===== config.mk =====
export PLATFORM = sky130hd
export DESIGN_NAME = adc_rd_top
export DESIGN_NICKNAME = d
export VERILOG_FILES = /design/src/rtl/adc_rd_pkg.sv /design/src/rtl/adc_rd_sync.sv /design/src/rtl/adc_rd_shift.sv /design/src/rtl/adc_rd_seq.sv /design/src/rtl/adc_rd_top.sv
export SDC_FILE = /design/constraint.sdc
export NUM_CORES = 1
export LEC_CHECK = 0
export ABC_CLOCK_PERIOD_IN_PS = 2400
export BUFFER_PORTS_ARGS = -buffer_cell sky130_fd_sc_hd__buf_2
export CAP_MARGIN = 30
export CORE_MARGIN = 2
export CORE_UTILIZATION = 42
export DETAILED_ROUTE_END_ITERATION = 8
export SETUP_SLACK_MARGIN = 0.1
export SLEW_MARGIN = 20
export SYNTH_ARGS = -nofsm -noshare
export SYNTH_HDL_FRONTEND = slang
export SYNTH_SLANG_ARGS = --single-unit
export TNS_END_PERCENT = 1

===== constraint.sdc =====
create_clock -name clk_i -period 2.4 [get_ports clk_i]
set_input_delay 0.24 -clock clk_i [delete_from_list [all_inputs] [get_ports clk_i]]
set_output_delay 0.24 -clock clk_i [all_outputs]
set_load 0.05 [all_outputs]

===== src/rtl/adc_rd_pkg.sv =====
package adc_rd_pkg;
  localparam int unsigned LEAD_ZEROS = 4;
  localparam int unsigned SYNC_DEPTH = 2;

  typedef enum logic {
    PH_IDLE = 1'b0,
    PH_RUN  = 1'b1
  } phase_e;
endpackage


===== src/rtl/adc_rd_sync.sv =====
module adc_rd_sync #(
  parameter int unsigned WIDTH   = 2,
  parameter int unsigned STAGES  = 2,
  parameter logic [WIDTH-1:0] RST_VAL = '0
) (
  input  logic             clk_i,
  input  logic             rst_ni,
  input  logic [WIDTH-1:0] async_i,
  output logic [WIDTH-1:0] level_o,
  output logic [WIDTH-1:0] prev_o
);
  logic [STAGES-1:0][WIDTH-1:0] stg_q;
  logic [WIDTH-1:0]             prev_q;

  always_ff @(posedge clk_i or negedge rst_ni) begin
    if (!rst_ni) begin
      for (int s = 0; s < int'(STAGES); s++) stg_q[s] <= RST_VAL;
      prev_q <= RST_VAL;
    end else begin
      stg_q[0] <= async_i;
      for (int s = 1; s < int'(STAGES); s++) stg_q[s] <= stg_q[s-1];
      prev_q <= stg_q[STAGES-1];
    end
  end

  assign level_o = stg_q[STAGES-1];
  assign prev_o  = prev_q;
endmodule


===== src/rtl/adc_rd_shift.sv =====
module adc_rd_shift #(
  parameter int unsigned DATA_W    = 12,
  parameter int unsigned FRAME_LEN = 16
) (
  input  logic              clk_i,
  input  logic              rst_ni,
  input  logic              load_i,
  input  logic              shift_i,
  input  logic              clear_i,
  input  logic [DATA_W-1:0] data_i,
  output logic              bit_o
);
  localparam int unsigned PAD_W = FRAME_LEN - DATA_W;

  logic [FRAME_LEN-1:0] sr_q;

  always_ff @(posedge clk_i or negedge rst_ni) begin
    if (!rst_ni)      sr_q <= '0;
    else if (load_i)  sr_q <= {{PAD_W{1'b0}}, data_i};
    else if (clear_i) sr_q <= '0;
    else if (shift_i) sr_q <= {sr_q[FRAME_LEN-2:0], 1'b0};
  end

  assign bit_o = sr_q[FRAME_LEN-1];


  first_zero_chk: assert property (@(posedge clk_i) disable iff (!rst_ni)
    load_i |=> !bit_o);
endmodule


===== src/rtl/adc_rd_seq.sv =====
module adc_rd_seq #(
  parameter int unsigned FRAME_LEN = 16,
  parameter int unsigned TRACK_AT  = 14
) (
  input  logic clk_i,
  input  logic rst_ni,
  input  logic cs_fall_i,
  input  logic cs_rise_i,
  input  logic cs_low_i,
  input  logic sclk_fall_i,
  output logic load_o,
  output logic shift_o,
  output logic clear_o,
  output logic oe_o,
  output logic hold_o,
  output logic done_o
);
  import adc_rd_pkg::*;

  localparam int unsigned CNT_W = $clog2(FRAME_LEN + 1);
  localparam logic [CNT_W-1:0] LAST_PRE  = CNT_W'(FRAME_LEN - 1);
  localparam logic [CNT_W-1:0] TRACK_PRE = CNT_W'(TRACK_AT - 1);

  phase_e           ph_q;
  logic [CNT_W-1:0] cnt_q;
  logic             oe_q, hold_q, done_q;
  logic             run, step, finish, abort;

  assign run    = (ph_q == PH_RUN);
  assign step   = run && sclk_fall_i && cs_low_i && !cs_fall_i;
  assign finish = step && (cnt_q == LAST_PRE);
  assign abort  = run && cs_rise_i && !cs_fall_i;

  always_ff @(posedge clk_i or negedge rst_ni) begin
    if (!rst_ni) begin
      ph_q   <= PH_IDLE;
      cnt_q  <= '0;
      oe_q   <= 1'b0;
      hold_q <= 1'b0;
      done_q <= 1'b0;
    end else begin
      done_q <= finish;
      if (cs_fall_i) begin
        ph_q   <= PH_RUN;
        cnt_q  <= '0;
        oe_q   <= 1'b1;
        hold_q <= 1'b1;
      end else if (abort) begin
        ph_q   <= PH_IDLE;
        oe_q   <= 1'b0;
        hold_q <= 1'b0;
      end else if (step) begin
        cnt_q <= cnt_q + 1'b1;
        if (cnt_q == TRACK_PRE) hold_q <= 1'b0;
        if (finish) begin
          ph_q <= PH_IDLE;
          oe_q <= 1'b0;
        end
      end
    end
  end

  assign load_o  = cs_fall_i;
  assign shift_o = step;
  assign clear_o = abort || finish;
  assign oe_o    = oe_q;
  assign hold_o  = hold_q;
  assign done_o  = done_q;


  start_chk: assert property (@(posedge clk_i) disable iff (!rst_ni)
    cs_fall_i |=> (oe_q && hold_q && cnt_q == '0));

  track_edge_chk: assert property (@(posedge clk_i) disable iff (!rst_ni)
    ($fell(hold_q) && run) |-> (cnt_q == CNT_W'(TRACK_AT)));

  done_pulse_chk: assert property (@(posedge clk_i) disable iff (!rst_ni)
    done_q |-> (!oe_q && $past(oe_q) && cnt_q == CNT_W'(FRAME_LEN)));

  abort_chk: assert property (@(posedge clk_i) disable iff (!rst_ni)
    (cs_rise_i && run) |=> (!oe_q && !hold_q && !done_q));

  idle_ignore_chk: assert property (@(posedge clk_i) disable iff (!rst_ni)
    (!run && !cs_fall_i) |=> (!oe_q && $stable(cnt_q)));

  cnt_bound_chk: assert property (@(posedge clk_i) disable iff (!rst_ni)
    cnt_q <= CNT_W'(FRAME_LEN));
endmodule


===== src/rtl/adc_rd_top.sv =====
module adc_rd_top #(
  parameter int unsigned DATA_W   = 12,
  parameter int unsigned TRACK_AT = 14
) (
  input  logic              clk_i,
  input  logic              rst_ni,
  input  logic              cs_ni,
  input  logic              sclk_i,
  input  logic [DATA_W-1:0] result_i,
  output logic              sdata_o,
  output logic              sdata_oe_o,
  output logic              hold_o,
  output logic              done_o
);
  import adc_rd_pkg::*;

  localparam int unsigned FRAME_LEN = DATA_W + LEAD_ZEROS;

  logic [1:0] lvl, prv;
  logic       cs_fall, cs_rise, sclk_fall, cs_low;
  logic       load, shift, clear;

  // bit 0: chip-select (idles high), bit 1: serial clock
  adc_rd_sync #(.WIDTH(2), .STAGES(SYNC_DEPTH), .RST_VAL(2'b01)) u_sync (
    .clk_i   (clk_i),
    .rst_ni  (rst_ni),
    .async_i ({sclk_i, cs_ni}),
    .level_o (lvl),
    .prev_o  (prv)
  );

  assign cs_fall   =  prv[0] & ~lvl[0];
  assign cs_rise   = ~prv[0] &  lvl[0];
  assign sclk_fall =  prv[1] & ~lvl[1];
  assign cs_low    = ~lvl[0];

  adc_rd_seq #(.FRAME_LEN(FRAME_LEN), .TRACK_AT(TRACK_AT)) u_seq (
    .clk_i       (clk_i),
    .rst_ni      (rst_ni),
    .cs_fall_i   (cs_fall),
    .cs_rise_i   (cs_rise),
    .cs_low_i    (cs_low),
    .sclk_fall_i (sclk_fall),
    .load_o      (load),
    .shift_o     (shift),
    .clear_o     (clear),
    .oe_o        (sdata_oe_o),
    .hold_o      (hold_o),
    .done_o      (done_o)
  );

  adc_rd_shift #(.DATA_W(DATA_W), .FRAME_LEN(FRAME_LEN)) u_shift (
    .clk_i   (clk_i),
    .rst_ni  (rst_ni),
    .load_i  (load),
    .shift_i (shift),
    .clear_i (clear),
    .data_i  (result_i),
    .bit_o   (sdata_o)
  );


  quiet_line_chk: assert property (@(posedge clk_i) disable iff (!rst_ni)
    !sdata_oe_o |-> !sdata_o);

  hold_with_oe_chk: assert property (@(posedge clk_i) disable iff (!rst_ni)
    hold_o |-> sdata_oe_o);
endmodule


[Word level (Yosys, flattened, before mapping)]
Index checks and enable logic that the tools add are counted.
Word-level totals
  register bits after elaboration: 30
  output and inout port bits: 4
  logic and storage cells: 48
Cells by class
  add/subtract/negate cells: 1
  equal/unequal tests: 3
  muxes and demuxes: 14
  bitwise operators: 6
  reduce and logical (&&, ||, !) cells: 16
Operators by type and width (count)
  2-to-1 mux 16 bit: 3
  2-to-1 mux 5 bit: 3
  nonzero test 3 bit: 4
  == test 5 x 4 -> 1 bit (second input constant): 2
  2-to-1 mux 1 bit: 8
  logical AND 1 bit: 6
  AND reduction 2 bit: 3
  adder 5 x 1 -> 5 bit (second input constant): 1
  bitwise AND 1 bit: 3
  inverter 1 bit: 3
  inequality test 2 x 1 -> 1 bit (second input constant): 1
  nonzero test 2 bit: 1
  logical NOT 1 bit: 1
  logical OR 1 bit: 1

[Longest topological paths before layout]
  depth in word-level cells: 10
  mapped depth: 7
  depth with buffers taken out: 6

[By module]
Synthesis repeated with hierarchy kept, for this count alone.
Unflattened totals
  cells, all modules: 121
  area total of the unflattened synthesis: 1381.3 um^2
Modules (own cells, without submodules)
  adc_rd_shift: times used 1, cells an instance 66, area an instance 733.2 um^2, sequential area each 400.4 um^2
  adc_rd_seq: times used 1, cells an instance 43, area an instance 454.2 um^2, sequential area each 200.2 um^2
  adc_rd_sync: times used 1, cells an instance 8, area an instance 168.9 um^2, sequential area each 153.9 um^2
  adc_rd_top: times used 1, cells an instance 4, area an instance 25.0 um^2, sequential area each 0.0 um^2

[Worst setup path after synthesis]
Ideal clock, no wire load.
  path kind: reg-to-reg
  start: register u_seq.cnt_q[0]
  end: register u_shift.sr_q[2]
  library setup time: 0.125 ns
  arrival: 1.707 ns
  slack: 0.568 ns
  cell stages (with the launch flop): 8
  period minus slack after synthesis: 1.832 ns
  cells stage by stage: dfrtp_1 -> ha_1 -> and3_1 -> ha_1 -> nand4b_1 -> clkbuf_1 -> a32o_1 -> mux2_4
On the way
  word-level cells in the longest chain between the ends: 5
RTL lines
  from (decl): RTL line adc_rd_seq.sv:25  | logic [CNT_W-1:0] cnt_q;
  from (signal assigned): RTL line adc_rd_seq.sv:53  | cnt_q <= cnt_q + 1'b1;
  == test 5 x 4 -> 1 bit (*): RTL line adc_rd_seq.sv:31  | assign finish = step && (cnt_q == LAST_PRE);
  logical AND 1 bit (*): RTL line adc_rd_seq.sv:31
  logical OR 1 bit (*): RTL line adc_rd_seq.sv:65  | assign clear_o = abort || finish;
  2-to-1 mux 16 bit: RTL line adc_rd_shift.sv:20  | else if (clear_i) sr_q <= '0;
  2-to-1 mux 16 bit: RTL line adc_rd_shift.sv:19  | else if (load_i) sr_q <= {{PAD_W{1'b0}}, data_i};
  to (signal assigned): RTL line adc_rd_shift.sv:19
  to (signal assigned): RTL line adc_rd_shift.sv:21  | else if (shift_i) sr_q <= {sr_q[FRAME_LEN-2:0], 1'b0};
  to (decl): RTL line adc_rd_shift.sv:15  | logic [FRAME_LEN-1:0] sr_q;
Mark *: on every way between the ends. The rest lies on a longest branch, timed or not.
A chain may end at the register's enable or synchronous reset.

[Final worst setup path]
  start: register u_sync.stg_q (netlist bit u_sync.level_o[0])
  end: register u_shift.sr_q[8]
On the way
  word-level cells in the longest chain between the ends: 8
RTL lines
  from (decl): RTL line adc_rd_sync.sv:12  | logic [STAGES-1:0][WIDTH-1:0] stg_q;
  inverter 1 bit: RTL line adc_rd_top.sv:32, adc_rd_top.sv:35
  bitwise AND 1 bit: RTL line adc_rd_top.sv:32  | assign cs_fall = prv[0] & ~lvl[0];
  logical NOT 1 bit: RTL line adc_rd_seq.sv:30, adc_rd_seq.sv:32
  logical AND 1 bit: RTL line adc_rd_seq.sv:30  | assign step = run && sclk_fall_i && cs_low_i && !cs_fall_i;
  logical AND 1 bit: RTL line adc_rd_seq.sv:31
  logical OR 1 bit: RTL line adc_rd_seq.sv:65
  2-to-1 mux 16 bit: RTL line adc_rd_shift.sv:20
  2-to-1 mux 16 bit: RTL line adc_rd_shift.sv:19
Several ways; a longest one is shown, not always the timed one.

==> qor.txt <==
outcome - finished, violations left
failing checks - hold timing
Setup TNS Final - 0 ps
CTS tree - built
post-synthesis cell type count - 34
leak pwr - 0.795 nW
CORE AREA - 3610 µm²
DRT Pass-1 Iters - 4
Synth top area share - 43.8%
power per cell area - 730 nW/µm²
I/O Buffers - 19
io pins - 20
Via Count - 1035
Final setup viols - 0
layout cells sized above 1 - 37.1%
CP Launch Type - register
initial core utilization - 42.8%
placed inst area - 1650 µm²
CP required - 2560 ps
mean cell area of the mapped netlist - 13.0 µm²
Hold Path Class - in -> async
die width - 64.6 µm
initial antenna violation count - 0
initial drt markers - 56
clk_skew - 3.44 ps
Via density - 5.51
hold buffer count at CTS - 0
Synth Flop Type - dfrtp_1
largest area contributor in the netlist - dfrtp_1
Avg WL per Cell - 14.7 µm
relative slew slack - 44.1%
crit path kind - reg -> reg
fin nets - 158
total grt overflow - 0
setup bufs post-CTS - 0
global-route usage over all layers - 15.4%
Slew @ Worst Pin - 838 ps
Tmin final - 1920 ps
most instantiated cells after synthesis - dfrtp_1, mux2_4, a32o_1, mux2_2, inv_1
vias in the first global route - 1014
max-slew violations - 0
unrepaired setup endpoints after global routing - false
DP Wirelength - 1920 µm
largest net degree at the start of global routing - 31
MaxCap Viol Count - 0
Syn Inst Count - 119
CTS Buffer Depth - 2
net count after synthesis - 138
fill count - 329
routability cong. - 0.797
synthesized cell area - 1540 µm²
Post-route DRC - 0
most numerous cell in the Yosys netlist - dfrtp_1
critical path arrival - 2080 ps
fin crit share - 80.2%
synth warn - 0
Routed WL - 2760 µm
synth-to-layout area growth - 12.1%
TritonCTS Buffers - 5
sequential fraction of the synthesis area - 48.9%
fin area - 1730 µm²
post-CTS sizing - 0
num rows - 22
die area - 4180 µm²
clk sinks - 30
Max IR drop VDD - 0.351 mV
Skew-Pair Late Insertion Delay - 280 ps
count of final hold-check violations - 27
post-route ant nets - 0
CP max FO - 20
Die Y - 64.6 µm
synth top area cells - dfrtp_1, mux2_4, mux2_2
Max Clk Rate - 0.519 GHz
H-tree levels - 2
Crit. End Element - register
CTS clk-pin slew, worst paths - 60 ps
n_diodes - 0
WHS - -15.5 ps
first-pass GRT wire length - 4910 µm
#FFs+latches synth - 30
asr flop ratio synth - 100%
Root Buffer - clkbuf_8
number of flops mapped to enable cells by yosys - 0
-- worst max-delay path: stages, from the launching register on --
cell	delay, ps
dfstp_2	810
a21oi_1	370
a32o_1	360
mux2_2	270
-- through the flow --
step                      cells  total power [mW]  util [%]  setup slack (ps)  hold slack [ps]
after CTS                   188              1.27      48.0               469             4.92
after floorplan             119             0.834         -               568            -55.6
after global routing        188              1.33      48.0               343             27.8
after global placement      180             0.882      45.8               531              306
final                       188              1.26      48.0               475            -15.5
after detailed placement    180             0.895      45.8               455              306
-- state kept, by name (all words and copies together), names as in the netlist --
register / flops
u_seq.cnt_q: 5
u_shift.sr_q: 16
u_sync.prev_o: 2
u_seq.done_o: 1
u_sync.level_o: 2
u_seq.hold_o: 1
u_sync.stg_q: 2
u_seq.ph_q: 1
-- layout by cell type (no fill, tap or decap), types with 2 or more instances in the layout --
cell type  instances
dfrtp_1           27
buf_2             19
mux2_4            12
a32o_1            11
mux2_2            10
inv_1              7
a22o_1             5
clkbuf_8           5
a21oi_1            4
o21ai_0            4
nor2_1             3
ha_1               3
clkbuf_1           3
dfstp_2            3
nand2b_1           2
nand4b_1           2
or3_1              2
o2bb2ai_1          2
nand3b_1           2
buf_4              2
-- worst paths after layout --
kind	start	to	slack, ps	cells past startpoint
setup / recovery	u_sync.level_o[0]	u_shift.sr_q[8]	480	3
hold reg to reg	u_sync.stg_q[1]	u_sync.level_o[1]	350	0
setup reg to reg	u_sync.level_o[0]	u_shift.sr_q[8]	480	3
min in group clk_i	cs_ni	u_sync.stg_q[0]	60	1
max in group asynchronous	rst_ni	u_sync.stg_q[1]	2000	1
hold / removal	rst_ni	u_shift.sr_q[15]	-20	1
-- layer usage --
layer | global-route usage, % | vias up | share of wire (%)
met5 | 0 | - | 0
met4 | 4.79 | 0 | 0.94
met3 | 5.21 | 4 | 4.3
met2 | 22.4 | 21 | 44
met1 | 21.8 | 522 | 51
li1 | - | 488 | -
-- final cells by class --
class	count	area, µm²	share of cell area (%)
Inverter	7	26.3	1.52
Sequential cell	30	754	43.6
Timing Repair Buffer	21	110	6.36
Tap cell	48	60.1	3.47
Clock buffer	8	80.1	4.63
Multi-Input combinational cell	74	699	40.4
-- kinds of logic after synthesis --
family / count (synthesis) / share of synthesized area [%]
compound gates: 32 / 16.8
fa+ha+maj: 3 / 2.43
buf+inv: 15 / 5.83
flops: 30 / 48.9
mux: 22 / 19.0
simple gates: 17 / 7.13
-- power breakdown --
group | total [mW] | internal [mW] | switching, mW
combinational | 0.248 | 0.152 | 0.0955
clock | 0.374 | 0.205 | 0.169
sequential | 0.641 | 0.575 | 0.0664
Note: power is estimated with default switching activity, not from simulation.
